File: src/rtl/atomchk_pkg.sv
package atomchk_pkg;
    localparam int CAUSE_W = 5;
    localparam logic [CAUSE_W-1:0] CAUSE_STORE_PROHIB = 5'd29;
    localparam logic [CAUSE_W-1:0] CAUSE_LS_ERROR     = 5'd3;

    typedef enum logic [2:0] {
        ATTR_BYPASS  = 3'd0,
        ATTR_WTHRU   = 3'd1,
        ATTR_WBACK   = 3'd2,
        ATTR_ISOLATE = 3'd3
    } cattr_e;

    typedef enum logic {
        ST_IDLE   = 1'b0,
        ST_REPORT = 1'b1
    } gate_state_e;
endpackage

File: src/rtl/atomchk_perm.sv
module atomchk_perm
    import atomchk_pkg::*;
(
    input  logic [CAUSE_W-1:0] xl_fault,
    input  logic               perm_rd,
    input  logic               perm_wr,
    output logic               perm_hit,
    output logic [CAUSE_W-1:0] perm_cause
);
    always_comb begin
        perm_hit   = 1'b0;
        perm_cause = '0;
        if (xl_fault != '0) begin
            perm_hit   = 1'b1;
            perm_cause = xl_fault;
        end else if (!(perm_rd && perm_wr)) begin
            perm_hit   = 1'b1;
            perm_cause = CAUSE_STORE_PROHIB;
        end
    end
endmodule

File: src/rtl/atomchk_policy.sv
module atomchk_policy
    import atomchk_pkg::*;
#(
    parameter int FIELD_W    = 2,
    parameter int NUM_FIELDS = 3,
    localparam int CTL_W     = FIELD_W * NUM_FIELDS
) (
    input  logic [2:0]       cache_attr,
    input  logic             dcache_present,
    input  logic [CTL_W-1:0] atom_ctl,
    output logic             pol_trap
);
    logic [NUM_FIELDS-1:0] fld_zero;
    cattr_e                eff_attr;

    for (genvar gi = 0; gi < NUM_FIELDS; gi++) begin : g_fld
        assign fld_zero[gi] = (atom_ctl[gi*FIELD_W +: FIELD_W] == '0);
    end

    always_comb begin
        eff_attr = dcache_present ? cattr_e'(cache_attr) : ATTR_BYPASS;
        unique case (eff_attr)
            ATTR_BYPASS:  pol_trap = fld_zero[0];
            ATTR_WTHRU:   pol_trap = fld_zero[1];
            ATTR_WBACK:   pol_trap = fld_zero[2];
            ATTR_ISOLATE: pol_trap = 1'b1;
            default:      pol_trap = 1'b0;
        endcase
    end
endmodule

File: src/rtl/atomchk_gate.sv
module atomchk_gate
    import atomchk_pkg::*;
#(
    parameter int VA_W = 32
) (
    input  logic               clk,
    input  logic               rst_n,
    input  logic               req_valid,
    input  logic [VA_W-1:0]    req_vaddr,
    input  logic [CAUSE_W-1:0] xl_fault,
    input  logic               perm_rd,
    input  logic               perm_wr,
    input  logic [2:0]         cache_attr,
    input  logic               dcache_present,
    input  logic [5:0]         atom_ctl,
    output logic               exc_valid,
    output logic [CAUSE_W-1:0] exc_cause,
    output logic [VA_W-1:0]    exc_vaddr
);
    logic               perm_hit;
    logic [CAUSE_W-1:0] perm_cause;
    logic               pol_trap;
    logic               dec_valid;
    logic [CAUSE_W-1:0] dec_cause;
    gate_state_e        state, state_nx;

    atomchk_perm u_perm (
        .xl_fault   (xl_fault),
        .perm_rd    (perm_rd),
        .perm_wr    (perm_wr),
        .perm_hit   (perm_hit),
        .perm_cause (perm_cause)
    );

    atomchk_policy #(.FIELD_W(2), .NUM_FIELDS(3)) u_pol (
        .cache_attr     (cache_attr),
        .dcache_present (dcache_present),
        .atom_ctl       (atom_ctl),
        .pol_trap       (pol_trap)
    );

    always_comb begin
        dec_valid = perm_hit | pol_trap;
        dec_cause = perm_hit ? perm_cause : (pol_trap ? CAUSE_LS_ERROR : '0);
    end

    // transitions: IDLE_TO_REPORT, REPORT_STAY, REPORT_TO_IDLE, IDLE_STAY
    always_comb begin
        unique case (state)
            ST_IDLE:   state_nx = req_valid ? ST_REPORT : ST_IDLE;
            ST_REPORT: state_nx = req_valid ? ST_REPORT : ST_IDLE;
            default:   state_nx = ST_IDLE;
        endcase
    end

    always_ff @(posedge clk or negedge rst_n) begin
        if (!rst_n) state <= ST_IDLE;
        else        state <= state_nx;
    end

    always_ff @(posedge clk or negedge rst_n) begin
        if (!rst_n) begin
            exc_valid <= 1'b0;
            exc_cause <= '0;
            exc_vaddr <= '0;
        end else if (state_nx == ST_REPORT) begin
            exc_valid <= dec_valid;
            exc_cause <= dec_cause;
            exc_vaddr <= req_vaddr;
        end else begin
            exc_valid <= 1'b0;
            exc_cause <= '0;
        end
    end

    a_r2_fault_first: assert property (@(posedge clk) disable iff (!rst_n)
        (req_valid && xl_fault != '0) |=> (exc_valid && exc_cause == $past(xl_fault)));
    a_r3_store_cause: assert property (@(posedge clk) disable iff (!rst_n)
        (req_valid && xl_fault == '0 && !(perm_rd && perm_wr))
            |=> (exc_valid && exc_cause == 5'd29));
    a_r6_isolate: assert property (@(posedge clk) disable iff (!rst_n)
        (req_valid && xl_fault == '0 && perm_rd && perm_wr && dcache_present
            && cache_attr == 3'd3) |=> (exc_valid && exc_cause == 5'd3));
    a_r8_no_cache: assert property (@(posedge clk) disable iff (!rst_n)
        (req_valid && xl_fault == '0 && perm_rd && perm_wr && !dcache_present)
            |=> (exc_valid == ($past(atom_ctl[1:0]) == 2'b00)));
    a_r9_idle_quiet: assert property (@(posedge clk) disable iff (!rst_n)
        !req_valid |=> (!exc_valid && state == ST_IDLE));
    a_r9_addr: assert property (@(posedge clk) disable iff (!rst_n)
        req_valid |=> (exc_vaddr == $past(req_vaddr) && state == ST_REPORT));
    a_r9_cause_zero: assert property (@(posedge clk) disable iff (!rst_n)
        !exc_valid |-> exc_cause == '0);
endmodule

File: config.mk
export PLATFORM = sky130hd
export DESIGN_NAME = atomchk_gate
export DESIGN_NICKNAME = d
export VERILOG_FILES = /design/src/rtl/atomchk_pkg.sv /design/src/rtl/atomchk_perm.sv /design/src/rtl/atomchk_policy.sv /design/src/rtl/atomchk_gate.sv
export SDC_FILE = /design/constraint.sdc
export NUM_CORES = 1
export LEC_CHECK = 0
export ABC_AREA = 1
export BUFFER_PORTS_ARGS = -buffer_cell sky130_fd_sc_hd__buf_2
export CAP_MARGIN = 40
export CELL_PAD_IN_SITES_DETAIL_PLACEMENT = 0
export CELL_PAD_IN_SITES_GLOBAL_PLACEMENT = 1
export CORE_ASPECT_RATIO = 1.25
export CORE_MARGIN = 2
export CORE_UTILIZATION = 31
export CTS_BUF_LIST = sky130_fd_sc_hd__clkbuf_4 sky130_fd_sc_hd__clkbuf_8
export CTS_CLUSTER_SIZE = 14
export DETAILED_ROUTE_END_ITERATION = 7
export PLACE_DENSITY_LB_ADDON = 0.1
export SETUP_SLACK_MARGIN = 0.5
export SYNTH_ARGS = -nofsm -noshare
export SYNTH_HDL_FRONTEND = slang
export SYNTH_SLANG_ARGS = --single-unit
File: constraint.sdc
create_clock -name clk -period 0.8 [get_ports clk]
set_input_delay 0.08 -clock clk [delete_from_list [all_inputs] [get_ports clk]]
set_output_delay 0.08 -clock clk [all_outputs]
set_load 0.03 [all_outputs]
* Word-level counts from Yosys, hierarchy flattened
Index checks and enable logic that the tools add are counted.
** Cells by class
- Bitwise operators :: 1
- Equal/unequal tests :: 3
- Mux-type cells :: 11
- Reductions and logical operators :: 6
** Operators with widths (count)
- two-way mux 5 bit :: 4
- equality test 3 x 2 -> 1 bit (second input constant) :: 2
- zero test 2 bit :: 3
- nonzero test 5 bit :: 1
- two-way mux 1 bit :: 4
- one-hot mux 1 bit (4 select lines) :: 1
- equality test 3 x 1 -> 1 bit (second input constant) :: 1
- zero test 3 bit :: 1
- two-way mux 3 bit :: 1
- two-way mux 2 bit :: 1
- logical AND 1 bit :: 1
- OR 1 bit :: 1
** Storage, ports and cells
- Output and inout bits :: 38
- Input bits :: 52
- Bits in registers :: 38

* Longest topological paths before layout
Gate-level depths: netlist (run 1).
- Depth after elaboration :: 6
- Gate-level depth with buffers :: 7
- Mapped depth without buffers :: 7

* Modules after synthesis
Synthesis (run 1) repeated with hierarchy kept, for this count alone.
** Second synthesis, totals
- Cell total of the unflattened synthesis :: 188
- Area total of the unflattened synthesis :: 1632.8 um2
** By module, submodules not included
- atomchk_gate :: cells each 158, times used 1, sequential area each 950.9 um2, area each 1487.7 um2
- atomchk_perm :: cells each 15, times used 1, sequential area each 0.0 um2, area each 72.6 um2
- atomchk_policy :: cells each 15, times used 1, sequential area each 0.0 um2, area each 72.6 um2

* Least setup slack after synthesis (run 1)
No wires, ideal clock.
- Path kind :: register to register
- Start point :: register, netlist name exc_vaddr[17]
- End point :: register exc_vaddr[17]
- Stages on the path, launching flop included :: 2
- Arrival :: 0.774 ns
- Data required time :: 0.672 ns
- Library setup time :: 0.128 ns
- Buffers on the path :: 0
- Slack :: -0.101 ns
- Path through :: dfrtp_1 mux2_1
** RTL lines
- end signal, assigned :: RTL line atomchk_gate.sv:69 : exc_vaddr <= req_vaddr;
- end, declared :: RTL line atomchk_gate.sv:18 : output logic [VA_W-1:0] exc_vaddr

* Final worst setup path (run 1)
- Start point :: register exc_vaddr[19]
- End point :: output exc_vaddr[19]
No word-level cell between the ends.

==> results of run 1 <==
[layer usage]
layer / vias up / share of wire / GRT usage
li1: 568 / - / -
met4: 0 / 0.022 / 0.0642
met5: - / 0 / 0
met1: 583 / 0.38 / 0.155
met3: 7 / 0.075 / 0.0416
met2: 55 / 0.53 / 0.225
[registers in the layout (all words and copies together) (netlist names)]
signal / flops
exc_valid: 1
exc_cause: 5
exc_vaddr: 32
[cell type report]
cell class              instances  share of cell area
inverters                      12              0.0169
repair buffers                 99               0.315
clock inverters                 2              0.0213
multi-input cells              58               0.236
well taps                      62              0.0275
clock buffers                   6              0.0293
flip-flops and latches         38               0.354
[power by group through the flow]
stage          sequential (mW)  combinational (mW)  clock, mW
2_1_floorplan             2.64               0.381          0
3_3_place_gp              2.25                1.19          0
3_5_place_dp              2.26                1.20          0
4_1_cts                   2.27                1.47       2.06
5_1_grt                   2.30                1.58       2.13
6_report                  2.27                1.50       2.00
[repair_timing]
item                                    CTS  global route
endpoints found under the hold margin    38            38
setup buffers                             2             3
endpoints found under the setup margin   76            76
resized for setup                        91            17
pin swaps                                 8             7
[logic make-up (layout without fill, tap and decap cells)]
| logic type | after synthesis | after routing | share of synthesized area |
|---|---|---|---|
| AND/OR/NAND/NOR | 18 | 18 | 0.0486 |
| multiplexers | 32 | 32 | 0.287 |
| buffers and inverters | 16 | 119 | 0.0524 |
| flip-flops | 38 | 38 | 0.578 |
| AO/OA/AOI/OAI | 8 | 8 | 0.0342 |
[layout by cell type (no fill, tap or decap), drive strengths merged]
cell type and n:
buf 99, dfrtp 38, mux2 32, inv 12, nand2 8, nor2 7, clkbuf 6, a21oi 4
bufinv 2, nand3 2, o21ai 2, or2 1, a21boi 1, o21bai 1
[final timing paths]
check,to,slack (ns),start,cells past startpoint
worst max-delay path,exc_vaddr[19],-0.14,exc_vaddr[19]$_DFFE_PN0P_,1
max in group asynchronous,exc_cause[2]$_DFF_PN0_,0.85,rst_n,2
worst min-delay path,exc_vaddr[7]$_DFFE_PN0P_,-0.25,rst_n,2
worst max register to register,exc_vaddr[8]$_DFFE_PN0P_,-0.11,exc_vaddr[8]$_DFFE_PN0P_,2
worst min register to register,exc_vaddr[2]$_DFFE_PN0P_,0.53,exc_vaddr[2]$_DFFE_PN0P_,1
min in group clk,exc_vaddr[27]$_DFFE_PN0P_,0.01,req_vaddr[27],2
[per-stage QoR]
step	util	hold WS, ns	cells	power, mW	area [um^2]
after floorplan	-	-0.216	112	3.02	1720
after global placement	0.448	0.0609	264	3.44	2290
after detailed placement	0.448	0.0628	264	3.46	2290
after CTS	0.536	-0.251	274	5.80	2740
after global routing	0.551	-0.242	277	6.01	2820
final	0.551	-0.249	277	5.77	2820
==> reports/metrics.yaml, run 1 <==
power:
  internal_power_mw: 4.27
  switchingPower_mw: 1.50
  switching_share: 0.260
  power_frac_seq: 0.394
  clkPwrFrac: 0.347
  p_comb_frac: 0.259
  p_leak_nw: 1.39
  vdd_drop_max_v: 0.000847
  powerDensity_mw_per_mm2: 2040
synth:
  synth-seq-cells: 38
  ys_types: 17
  synth_area_mm2: 0.00165
  synth-main-ff-cell: "dfrtp_1"
  synth.largest_area_cell: "dfrtp_1"
  synth.most_common_cell: "dfrtp_1"
  synth-seq-area-share: 0.578
  synthDominantCellAreaShare: 0.578
  syn_inst: 112
  synth_edf_count: 0
  ys_top_cells_by_area: "dfrtp_1 58%, mux2_4 27%, inv_1 2.7%"
  async_flop_share: 1.00
  yosys_warnings: 0
  yosys-top-cells-count: "38 x dfrtp_1, 30 x mux2_4, 12 x inv_1, 8 x nand2_1, 6 x nor2_1"
  synth_area_per_cell_um2: 14.7
  syn-num-nets: 164
global_route:
  grt_pass1_vias: 1271
  antenna_found_initial: 0
  grt_pass1_wl_um: 6190
  grt-ovfl-total: 0
  grt_max_degree: 39
  groute.usage.overall: 0.134
sta:
  drv_slew: 0
  clock_skew_ns: 0
  relSlewSlack: 0.863
  tns_ns: -4.65
  fin_crit_sh: 1.17
  holdWs_ns: -0.249
  setup_ws_ns: -0.139
  hold_violations: 38
  worst-slew-pin-transition_ns: 0.205
  finalSetupViolCount: 43
  max_freq_ghz: 1.07
  min_period_ns: 0.939
  rsz0062_at_grt: "yes"
setup_path:
  max_stage_delay_ns: 0.43
  crit_family: "flip-flops"
  end_kind: "primary output"
  cp_cell_sequence: "buf_6"
  worstPathRequired_ns: 0.72
  startpoint_type: "register"
  critPathKind: "reg2out"
  cp_num_buf_inv: 1
  cpMaxStageDelayCell: "dfrtp_2"
  worstPathArrival_ns: 0.86
  cp_max_fo: 2
placed_design:
  dp_slack_ns: -0.143
  globalplace.congestion: 0.773
  hpwl_um: 2720
  portBuffers: 89
cts:
  clk_pin_slew_ns: 0.08
  cts_buffers: 5
  cts-root-buf: "clkbuf_8"
  cts_tree: "yes"
  cts_max_path_buffers: 2
  cts_max_level: 2
  clock_latency_ns: 0.28
  numClockSinks: 38
detailed_routing:
  routed_wl_um: 3860
  drc: 0
  drt-pass1-iter-count: 3
  ant_nets: 0
  wl_per_cell_um: 13.9
  dr.first_iter.drc_count: 55
  via_per_inst: 4.38
  vias: 1213
final_layout:
  num-fill-cells: 448
  multi_input_area_um2: 666
  syn_to_final_growth_pct: 71.3
  layout-drive-gt1-share: 0.888
  seq_area_um2: 998
  antenna_cells: 0
  nNetsFinal: 266
die:
  dieArea_mm2: 0.00591
  core_mm2: 0.00512
  die_w_um: 69.2
  die_h_um: 85.5
  ioPinCount: 90
  initial_utilization: 0.322
  rows: 29
flow_run:
  maxCapViolCount: 0
run_status:
  status: "finished with violations"
  violations: "hold timing, setup timing"
hold_path:
  hold_class: "in2async"
(Power assumes the default switching activity.)
==> inputs of run 2 (changes only) <==
SETUP_SLACK_MARGIN = 0.05   (was 0.5)
==> reports/metrics.yaml, run 2 (synthesis results as in run 1) <==
run_status:
  status: "finished with violations"  # unchanged
  violations: "setup timing"  # was hold timing, setup timing
flow_run:
  maxCapViolCount: 0  # unchanged
final_layout:
  seq_area_um2: 991  # was 998 um^2
  nNetsFinal: 270  # was 266
  final_cell_mix: "51 x buf_2, 45 x buf_6, 32 x mux2_4, 32 x dfrtp_2, 12 x inv_1"  # was 48 x buf_6, 43 x buf_2, 38 x dfrtp_2
  regMostFlops: "exc_vaddr"  # unchanged
  syn_to_final_growth_pct: 66.9  # was 71.3%
  multi_input_area_um2: 637  # was 666 um^2
  num-fill-cells: 438  # was 448
  fin_cells: 281  # was 277
  reg_top3: "exc_vaddr: 32 flops, exc_cause: 5 flops, exc_valid: 1 flops"  # unchanged
  largest_reg_flops: 32  # unchanged
  final_util: 0.537  # was 0.551
  layout-drive-gt1-share: 0.813  # was 0.888
  antenna_cells: 0  # unchanged
  final_common_cell: "buf_2"  # was buf_6
setup_path:
  crit_family: "flip-flops"  # unchanged
  end_kind: "primary output"  # unchanged
  cp_cell_sequence: "buf_6"  # unchanged
  reg2reg_to: "exc_vaddr[11]$_DFFE_PN0P_"  # was exc_vaddr[8]$_DFFE_PN0P_
  max_stage_delay_ns: 0.42  # was 0.43 ns
  critPathKind: "reg2out"  # unchanged
  worstPathRequired_ns: 0.72  # about the same
  cpMaxStageDelayCell: "dfrtp_2"  # unchanged
  cp_max_fo: 2  # unchanged
  cp_num_buf_inv: 1  # unchanged
  r2r_slack_ns: -0.11  # about the same
  rr_startpoint: "exc_vaddr[11]$_DFFE_PN0P_"  # was exc_vaddr[8]$_DFFE_PN0P_
  worstPathArrival_ns: 0.86  # about the same
  startpoint_type: "register"  # unchanged
  reg2reg_depth: 2  # unchanged
sta:
  drv_slew: 0  # unchanged
  relSlewSlack: 0.858  # was 0.863
  clock_skew_ns: 0  # unchanged
  finalSetupViolCount: 46  # was 43
  hold_violations: 0  # was 38
  fin_crit_sh: 1.17  # about the same
  rsz0062_at_grt: "yes"  # unchanged
  setup_ws_ns: -0.138  # was -0.139 ns
  worst-slew-pin-transition_ns: 0.213  # was 0.205 ns
  min_period_ns: 0.938  # was 0.939 ns
  max_freq_ghz: 1.07  # about the same
cts:
  cts_tree: "yes"  # unchanged
  cts-root-buf: "clkbuf_8"  # unchanged
  cts_max_path_buffers: 2  # unchanged
  numClockSinks: 38  # unchanged
  cts_hold_buf: 1
  cts_max_level: 2  # unchanged
  clk_pin_slew_ns: 0.08  # about the same
  cts_buffers: 5  # unchanged
  clock_latency_ns: 0.28  # about the same
hold_path:
  hold_path_depth: 2
  holdCritStartpoint: "req_vaddr[25]"
  hold_class: "in2reg"  # was in2async
  worstHoldEndpoint: "exc_vaddr[25]$_DFFE_PN0P_"
detailed_routing:
  drt-pass1-iter-count: 2  # was 3
  routed_wl_um: 3790  # was 3860 um
  drc: 0  # unchanged
  met3_length_um: 271  # was 288 um
  wl_per_cell_um: 13.5  # was 13.9 um
  vias: 1219  # was 1213
  via_per_inst: 4.34  # was 4.38
  ant_nets: 0  # unchanged
  dr.first_iter.drc_count: 41  # was 55
  routed-wl-met2_um: 2020  # was 2040 um
  highest_layer: "met4"  # unchanged
  m1WireLength_um: 1430  # was 1450 um
placed_design:
  dpl.cell_count: 265  # was 264
  hpwl_um: 2700  # was 2720 um
  globalplace.congestion: 0.742  # was 0.773
  portBuffers: 89  # unchanged
power:
  switchingPower_mw: 1.49  # was 1.50 mW
  powerDensity_mw_per_mm2: 2090  # was 2040 mW/mm^2
  clkPwrFrac: 0.347  # about the same
  switching_share: 0.259  # was 0.260
  p_leak_nw: 1.40  # was 1.39 nW
  p_comb_frac: 0.258  # was 0.259
  power_frac_seq: 0.396  # was 0.394
  vdd_drop_max_v: 0.00107  # was 0.000847 V
  internal_power_mw: 4.26  # was 4.27 mW
global_route:
  grt-ovfl-total: 0  # unchanged
  grt_max_degree: 39  # unchanged
  grt_pass1_wl_um: 6560  # was 6190 um
  grt_pass1_vias: 1367  # was 1271
  groute.usage.overall: 0.141  # was 0.134
  antenna_found_initial: 0  # unchanged
die:
  dieArea_mm2: 0.00591  # unchanged
  core_mm2: 0.00512  # unchanged
  die_h_um: 85.5  # unchanged
  initial_utilization: 0.322  # unchanged
  die_w_um: 69.2  # unchanged
  rows: 29  # unchanged
  ioPinCount: 90  # unchanged
-- run 2: changes by cell type in the layout (fill, tap and decap cells not counted), moves of 2 or more --
cell and delta:
nor2_1 +2, nand2_2 -2, a21oi_2 -4, buf_2 +8, dfrtp_2 -6, buf_8 -3
nand2_1 +2, dfrtp_1 +6, a21oi_1 +4, buf_4 +2, buf_6 -3, nor2_2 -2
-- run 2: worst max path at each step --
stage,end,slack (ns),from,depth (start not counted)
global placement,exc_cause[4]$_DFF_PN0_,-0.1,xl_fault[4],6
finish,exc_vaddr[11],-0.14,exc_vaddr[11]$_DFFE_PN0P_,1
floorplan,exc_vaddr[0]$_DFFE_PN0P_,-0.05,exc_vaddr[0]$_DFFE_PN0P_,1
detailed placement,exc_cause[0]$_DFF_PN0_,-0.15,req_valid,5
global route,exc_vaddr[11],-0.17,exc_vaddr[11]$_DFFE_PN0P_,1
CTS,exc_vaddr[1],-0.14,exc_vaddr[1]$_DFFE_PN0P_,1
-- run 2: per-stage QoR --
step | setup slack [ns] | TNS (ns) | hold WS, ns | cell area [um^2] | power (mW)
after global placement | -0.0976 | -1.85 | 0.0592 | 2280 | 3.43
final | -0.138 | -5.09 | 0.0162 | 2750 | 5.75
after global routing | -0.173 | -6.78 | -0.00257 | 2750 | 6.03
after floorplan | -0.0540 | -1.73 | -0.216 | 1710 | 3.02
after detailed placement | -0.146 | -2.37 | 0.0649 | 2280 | 3.45
after CTS | -0.140 | -5.12 | 0.00929 | 2700 | 5.77
-- run 2: what timing repair did --
item                                    4_1_cts  5_1_grt
hold endpoints to repair                     38        1
endpoints found under the setup margin       70       70
gates resized for setup                      78        5
setup buffers                                 3        4
-- run 2: power groups by stage --
stage          clock, mW  combinational, mW  sequential, mW
3_3_place_gp           0               1.18            2.25
5_1_grt             2.16               1.57            2.30
6_report            1.99               1.48            2.27
2_1_floorplan          0              0.382            2.63
4_1_cts             2.05               1.45            2.27
3_5_place_dp           0               1.19            2.26
-- run 2: metal layers --
layer,vias up,GRT usage
met2,58,0.247
li1,576,-
met3,6,0.0439
met5,-,0
met1,579,0.158
met4,0,0.0588
-- run 2: worst reg2reg max path: cells and delay by family (launching register included) --
kind | cells | cell delay (ns)
flip-flops | 1 | 0.42
multiplexers | 1 | 0.26
buffers and inverters | 1 | 0.12
-- run 2: area by class of cell --
class	instances	area share
well taps	62	0.0282
repair buffers	103	0.311
clock buffers	6	0.0301
clock inverters	2	0.0219
inverters	12	0.0164
flip-flops and latches	38	0.361
multi-input cells	58	0.232
